[src/rtl/pos_pkg.sv]
package pos_pkg;
  localparam int unsigned EV_W = 3;

  typedef enum logic [1:0] {
    FMT_V2 = 2'b00,
    FMT_V4 = 2'b01,
    FMT_V3 = 2'b10,
    FMT_V5 = 2'b11
  } fmt_e;

  function automatic logic [EV_W-1:0] fmt_target(input fmt_e f);
    case (f)
      FMT_V2:  fmt_target = EV_W'(2);
      FMT_V4:  fmt_target = EV_W'(4);
      FMT_V3:  fmt_target = EV_W'(3);
      default: fmt_target = EV_W'(5);
    endcase
  endfunction
endpackage

[src/rtl/pos_rst_gate.sv]
module pos_rst_gate #(
  parameter int unsigned SETTLE_CYC = 1024
) (
  input  logic clk_i,
  input  logic rst_ni,
  input  logic lock_i,
  output logic run_o
);
  localparam int unsigned CW = $clog2(SETTLE_CYC + 1);

  logic [CW-1:0] cnt_q;
  logic          run_q;

  always_ff @(posedge clk_i or negedge rst_ni) begin
    if (!rst_ni) begin
      cnt_q <= '0;
      run_q <= 1'b0;
    end else if (!run_q) begin
      if (!lock_i)                             cnt_q <= '0;
      else if (cnt_q == CW'(SETTLE_CYC - 1))   run_q <= 1'b1;
      else                                     cnt_q <= cnt_q + 1'b1;
    end
  end

  assign run_o = run_q;

  AST_RUN_AFTER_LOCK: assert property (@(posedge clk_i) disable iff (!rst_ni)
    $rose(run_q) |-> $past(lock_i));
  AST_RUN_STICKY: assert property (@(posedge clk_i) disable iff (!rst_ni)
    run_q |=> run_q);
endmodule

[src/rtl/pos_sync2.sv]
module pos_sync2 #(
  parameter logic RST_VAL = 1'b1
) (
  input  logic clk_i,
  input  logic rst_ni,
  input  logic d_i,
  output logic q_o
);
  logic [1:0] ff_q;

  always_ff @(posedge clk_i or negedge rst_ni) begin
    if (!rst_ni) ff_q <= {2{RST_VAL}};
    else         ff_q <= {ff_q[0], d_i};
  end

  assign q_o = ff_q[1];
endmodule

[src/rtl/pos_vsync_gen.sv]
module pos_vsync_gen #(
  parameter int unsigned LOW_LINES = 2
) (
  input  logic clk_i,
  input  logic rst_ni,
  input  logic run_i,
  input  logic enab_i,
  input  logic tick_i,
  output logic act_o,
  output logic fire_o
);
  localparam int unsigned LW = $clog2(LOW_LINES + 1);

  logic [LW-1:0] lo_cnt_q;
  logic          armed_q, act_q, fire_q;

  always_ff @(posedge clk_i or negedge rst_ni) begin
    if (!rst_ni) begin
      lo_cnt_q <= '0;
      armed_q  <= 1'b1;
      act_q    <= 1'b0;
      fire_q   <= 1'b0;
    end else if (!run_i) begin
      lo_cnt_q <= '0;
      armed_q  <= 1'b1;
      act_q    <= 1'b0;
      fire_q   <= 1'b0;
    end else begin
      fire_q <= 1'b0;
      if (enab_i) begin
        lo_cnt_q <= '0;
        armed_q  <= 1'b1;
      end else if (tick_i && lo_cnt_q != LW'(LOW_LINES)) begin
        lo_cnt_q <= lo_cnt_q + 1'b1;
      end
      if (act_q && tick_i) act_q <= 1'b0;
      // tick beyond LOW_LINES low lines: fire once per low stretch
      if (!enab_i && tick_i && armed_q && lo_cnt_q == LW'(LOW_LINES)) begin
        act_q   <= 1'b1;
        fire_q  <= 1'b1;
        armed_q <= 1'b0;
      end
    end
  end

  assign act_o  = act_q;
  assign fire_o = fire_q;

  AST_SYN_HOLD: assert property (@(posedge clk_i) disable iff (!rst_ni)
    run_i && act_q && !tick_i |=> act_q);
  AST_SYN_FIRE_LOW: assert property (@(posedge clk_i) disable iff (!rst_ni)
    fire_q |-> $past(!enab_i && tick_i));
  AST_SYN_ONE_SHOT: assert property (@(posedge clk_i) disable iff (!rst_ni)
    fire_q && !enab_i |=> !fire_q);
endmodule

[src/rtl/pos_frame_seq.sv]
module pos_frame_seq
  import pos_pkg::*;
(
  input  logic       clk_i,
  input  logic       rst_ni,
  input  logic       run_i,
  input  logic       ev_i,
  input  logic [1:0] fmt_i,
  input  logic       cont_i,
  output logic       out_en_o,
  output logic       load_o
);
  fmt_e            fmt_q;
  logic [EV_W-1:0] ev_cnt_q, tgt;
  logic            out_en_q, load_q, par_q, first_q;

  assign tgt = fmt_target(fmt_q);

  // format tracks the pins until run starts, then freezes
  always_ff @(posedge clk_i or negedge rst_ni) begin
    if (!rst_ni)     fmt_q <= FMT_V2;
    else if (!run_i) fmt_q <= fmt_e'(fmt_i);
  end

  always_ff @(posedge clk_i or negedge rst_ni) begin
    if (!rst_ni) begin
      ev_cnt_q <= '0;
      out_en_q <= 1'b0;
      load_q   <= 1'b0;
      par_q    <= 1'b0;
      first_q  <= 1'b0;
    end else if (!run_i) begin
      ev_cnt_q <= '0;
      out_en_q <= 1'b0;
      load_q   <= 1'b0;
      par_q    <= 1'b0;
      first_q  <= 1'b0;
    end else begin
      load_q <= 1'b0;
      if (ev_i) begin
        if (ev_cnt_q != '1) ev_cnt_q <= ev_cnt_q + 1'b1;
        if (ev_cnt_q + EV_W'(1) == tgt) out_en_q <= 1'b1;
        par_q   <= ~par_q;
        first_q <= 1'b1;
        if (!par_q && (!first_q || cont_i)) load_q <= 1'b1;
      end
    end
  end

  assign out_en_o = out_en_q;
  assign load_o   = load_q;

  AST_OE_STICKY: assert property (@(posedge clk_i) disable iff (!rst_ni)
    run_i && out_en_q |=> out_en_q);
  AST_OE_ON_EVENT: assert property (@(posedge clk_i) disable iff (!rst_ni)
    $rose(out_en_q) |-> $past(ev_i && run_i));
  AST_LOAD_PULSE: assert property (@(posedge clk_i) disable iff (!rst_ni)
    load_q |=> !load_q || $past(ev_i));
  AST_LOAD_ON_EVENT: assert property (@(posedge clk_i) disable iff (!rst_ni)
    load_q |-> $past(ev_i && run_i));
  AST_IDLE_BEFORE_RUN: assert property (@(posedge clk_i) disable iff (!rst_ni)
    !run_i |=> !out_en_q && !load_q);
endmodule

[src/rtl/panel_out_seq.sv]
module panel_out_seq #(
  parameter int unsigned SETTLE_CYC = 1024,
  parameter int unsigned LOW_LINES  = 2
) (
  input  logic       clk_i,
  input  logic       rst_ni,
  input  logic       pll_lock_i,
  input  logic       enab_i,
  input  logic       vsync_ni,
  input  logic       hline_tick_i,
  input  logic [1:0] fmt_sel_i,
  input  logic       enab_only_i,
  input  logic       cont_load_i,
  output logic       out_en_o,
  output logic       load_req_o,
  output logic       vsync_syn_no
);
  logic run, vs_s, vs_d_q, ext_fall, syn_act, syn_fire, ev;

  pos_rst_gate #(.SETTLE_CYC(SETTLE_CYC)) u_rst_gate (
    .clk_i (clk_i),
    .rst_ni(rst_ni),
    .lock_i(pll_lock_i),
    .run_o (run)
  );

  pos_sync2 #(.RST_VAL(1'b1)) u_vs_sync (
    .clk_i (clk_i),
    .rst_ni(rst_ni),
    .d_i   (vsync_ni),
    .q_o   (vs_s)
  );

  always_ff @(posedge clk_i or negedge rst_ni) begin
    if (!rst_ni) vs_d_q <= 1'b1;
    else         vs_d_q <= vs_s;
  end

  assign ext_fall = vs_d_q & ~vs_s;

  pos_vsync_gen #(.LOW_LINES(LOW_LINES)) u_vs_gen (
    .clk_i (clk_i),
    .rst_ni(rst_ni),
    .run_i (run),
    .enab_i(enab_i),
    .tick_i(hline_tick_i),
    .act_o (syn_act),
    .fire_o(syn_fire)
  );

  assign ev = enab_only_i ? syn_fire : ext_fall;

  pos_frame_seq u_frame_seq (
    .clk_i   (clk_i),
    .rst_ni  (rst_ni),
    .run_i   (run),
    .ev_i    (ev),
    .fmt_i   (fmt_sel_i),
    .cont_i  (cont_load_i),
    .out_en_o(out_en_o),
    .load_o  (load_req_o)
  );

  assign vsync_syn_no = ~syn_act;

  AST_SYN_IDLE_BEFORE_RUN: assert property (@(posedge clk_i) disable iff (!rst_ni)
    !run |=> vsync_syn_no);
  AST_EXT_IGNORED: assert property (@(posedge clk_i) disable iff (!rst_ni)
    enab_only_i && !syn_fire |=> !$rose(out_en_o) || !$stable(enab_only_i));
endmodule

[config.mk]
export PLATFORM = sky130hd
export DESIGN_NAME = panel_out_seq
export DESIGN_NICKNAME = d
export VERILOG_FILES = /design/src/rtl/pos_pkg.sv /design/src/rtl/pos_rst_gate.sv /design/src/rtl/pos_sync2.sv /design/src/rtl/pos_vsync_gen.sv /design/src/rtl/pos_frame_seq.sv /design/src/rtl/panel_out_seq.sv
export SDC_FILE = /design/constraint.sdc
export NUM_CORES = 1
export LEC_CHECK = 0
export CAP_MARGIN = 20
export CORE_UTILIZATION = 47
export CTS_CLUSTER_DIAMETER = 150
export DETAILED_ROUTE_END_ITERATION = 12
export GPL_TIMING_DRIVEN = 0
export PLACE_DENSITY_LB_ADDON = 0.25
export SLEW_MARGIN = 0
export SYNTH_ARGS = -nofsm -noshare
export SYNTH_HDL_FRONTEND = slang
export SYNTH_SLANG_ARGS = --single-unit
[constraint.sdc]
create_clock -name clk_i -period 2 [get_ports clk_i]
set_clock_uncertainty 0.2 [all_clocks]
set_input_delay 0.4 -clock clk_i [delete_from_list [all_inputs] [get_ports clk_i]]
set_output_delay 0.4 -clock clk_i [all_outputs]
set_load 0.02 [all_outputs]
==> results_dict.tcl <==
set metrics [dict create \
    outcome "finished, final reports clean" \
    hold_buffers 0 \
    drcViolationCount 0 \
    overflow 0 \
    grt_start_max_net_pins 20 \
    peakVddDrop_mv 0.5526 \
    synth_top_area_cell "dfrtp_1" \
    end_kind "output port" \
    antenna_found_initial 0 \
    finalNonFillerCells 180 \
    grt_pass1_vias 1036 \
    clk_pin_slew_ps 90 \
    rsz0062_at_grt "false" \
    drt_iter0_drc 24 \
    final_nets 162 \
    yosysWarningCount 0 \
    core_area_um2 2758 \
    fillerInstances 234 \
    power.switching_mw 0.3771 \
    clk_latency_ps 320 \
    whs_path_depth 0 \
    dieWidth_um 56.04 \
    required_ps 1400 \
    cts_tree "built" \
    p_int_mw 0.9486 \
    port-buffer-count 12 \
    cts_max_level 2 \
    r2r_cells 5 \
    max_slew_margin_pct 58.32 \
    worst_hold_slack_ps 164.3 \
    vias 1018 \
    async_flop_share_pct 100.0 \
    synthDistinctLibCells 42 \
    report.final.hold_viol_count 0 \
    drt-pass1-iter-count 4 \
    area_growth_pct 17.14 \
    fin_crit_sh_pct 97.72 \
    crit_type "reg -> out" \
    drive_gt1_share_pct 12.08 \
    finalCriticalPeriod_ps 1954 \
    syn_inst 128 \
    hpwl_um 1806 \
    syn_area_um2 1373 \
    postCtsSetupRepairBufs 0 \
    drt-total-wl_um 2631 \
    maxSlewViolCount 0 \
    swShare_pct 28.44 \
    crit_fanout 2 \
    core.rowCount 19 \
    highest-signal-layer "met4" \
    cts.sinks 29 \
    arrival_ps 1350 \
    antenna_left 0 \
    post_cts_resized 0 \
    wl_met3_um 116 \
    yosysSeqAreaShare_pct 53.24 \
    tightest_slew_ps 623.3 \
    antenna_cells 0 \
    p_total_mw 1.326 \
    synth_most_common_cell "dfrtp_1" \
    wl_met1_um 1217 \
    synth_edf_count 0 \
    synth_top_area_share_pct 45.58 \
    setup_viol 0 \
    synth_nets 142 \
    pwr-share-comb_pct 21.8 \
    place.gp.congestion 0.7663 \
    ctsLongestPathBuffers 2 \
    fin_ws_ps 45.60 \
    maxCapViolCount 0 \
    ys_seq_elements 29 \
    tns_ps 0 \
    routedWlPerCell_um 14.62 \
    power.share.clock_pct 25.2 \
    grtUsageTotal_pct 19.82 \
    fmax_mhz 511.7 \
    start_util_pct 49.77 \
    p_per_area_nw_per_um2 824.5 \
    fp.dieArea_um2 3140 \
    synthTopCellsByArea "dfrtp_1 (46%), dfstp_2 (7.7%), ha_1 (3.6%)" \
    cts_buffers 5 \
    ios 13 \
    synth_common_cells "dfrtp_1 (25), nand2_1 (13), nand3_1 (8)" \
    avgViaCountPerCell 5.656 \
    leakage_nw 0.6413 \
    hold_class "reg -> reg" \
    synthFlopType "dfrtp_1" \
    wl_met2_um 1258 \
    grt_pass1_wl_um 4671 \
    syn_avg_cell_area_um2 10.72 \
    power_frac_seq_pct 53.0 \
    die_height_um 56.04 \
    start_kind "register" \
    cts_root_buf "clkbuf_4" \
    dpl_worst_slack_ps -55.61 \
    dp.cells 172 \
]
## per-layer routing
layer  vias up  track usage, %
li1        508               -
met1       489           25.00
met2        16           29.93
met3         5           7.674
met4         0           9.408
met5         -               0
## flip-flops by register name, summed over array words and instances, names as in the netlist, 2 cells and up
name	cells
u_frame_seq.ev_cnt_q	3
u_frame_seq.fmt_q	2
u_rst_gate.cnt_q	11
u_vs_gen.lo_cnt_q	2
u_vs_sync.ff_q	2
## per-stage QoR
step / utilization [%] / instance area [µm²]
6_report: 58.30 / 1608
5_1_grt: 58.30 / 1608
4_1_cts: 58.30 / 1608
3_5_place_dp: 56.53 / 1559
3_3_place_gp: 55.54 / 1531
2_1_floorplan: - / 1373
## worst max-delay path, stage by stage (launching register included)
cell and delay [ps]:
dfrtp_1 360, inv_1 70, clkdlybuf4s50_1 600
## worst paths after layout
kind	from	slack, ps	to
setup / recovery	u_vs_gen.act_o	50	vsync_syn_no
hold / removal	u_vs_sync.ff_q[0]	160	u_vs_sync.ff_q[1]
setup reg to reg	u_rst_gate.cnt_q[0]	140	u_rst_gate.cnt_q[0]
hold reg to reg	u_vs_sync.ff_q[0]	160	u_vs_sync.ff_q[1]
max in group asynchronous	rst_ni	750	u_vs_sync.ff_q[0]
min in group asynchronous	rst_ni	260	u_rst_gate.cnt_q[4]
## cell families after synthesis
| logic type | after synthesis | synth area share [%] |
|---|---|---|
| AO/OA/AOI/OAI | 33 | 17.41 |
| XOR/XNOR | 4 | 2.553 |
| adder cells (fa/ha/maj) | 4 | 3.646 |
| buffers and inverters | 7 | 1.913 |
| flip-flops | 29 | 53.24 |
| multiplexers | 2 | 1.641 |
| AND/OR/NAND/NOR | 49 | 19.60 |
## placed cells by master, fill, tap and decap left out, types with 2 or more instances in the layout
cell type        instances
ha_1                     4
nand2b_1                 4
nor2_1                   7
xnor2_1                  3
o21ai_0                  7
nor3b_1                  2
o21a_1                   2
o211ai_1                 2
nor2b_1                  2
nand3_1                  8
a21o_1                   3
clkbuf_4                 5
nand2_1                 13
clkdlybuf4s50_1         12
inv_1                    4
dfstp_2                  4
a21oi_1                  6
clkbuf_1                 4
nor3_1                   4
mux2_2                   2
or4_1                    3
dfrtp_1                 25
## power groups by stage
stage / combinational, mW / sequential [mW] / clock [mW]
floorplan: 0.180 / 0.718 / 0
global placement: 0.269 / 0.709 / 0
detailed placement: 0.289 / 0.715 / 0
CTS: 0.291 / 0.703 / 0.351
global route: 0.328 / 0.712 / 0.370
finish: 0.289 / 0.703 / 0.334
## layout make-up
| cell class | count | area [µm²] | share of cell area [%] |
|---|---|---|---|
| Buffer | 2 | 7.507 | 0.4669 |
| Clock buffer | 8 | 48.80 | 3.035 |
| Inverter | 5 | 18.77 | 1.167 |
| Multi-Input combinational cell | 92 | 615.6 | 38.29 |
| Sequential cell | 29 | 730.7 | 45.45 |
| Tap cell | 31 | 38.79 | 2.412 |
| Timing Repair Buffer | 13 | 147.6 | 9.183 |
Power figures use the tool's default switching activity.
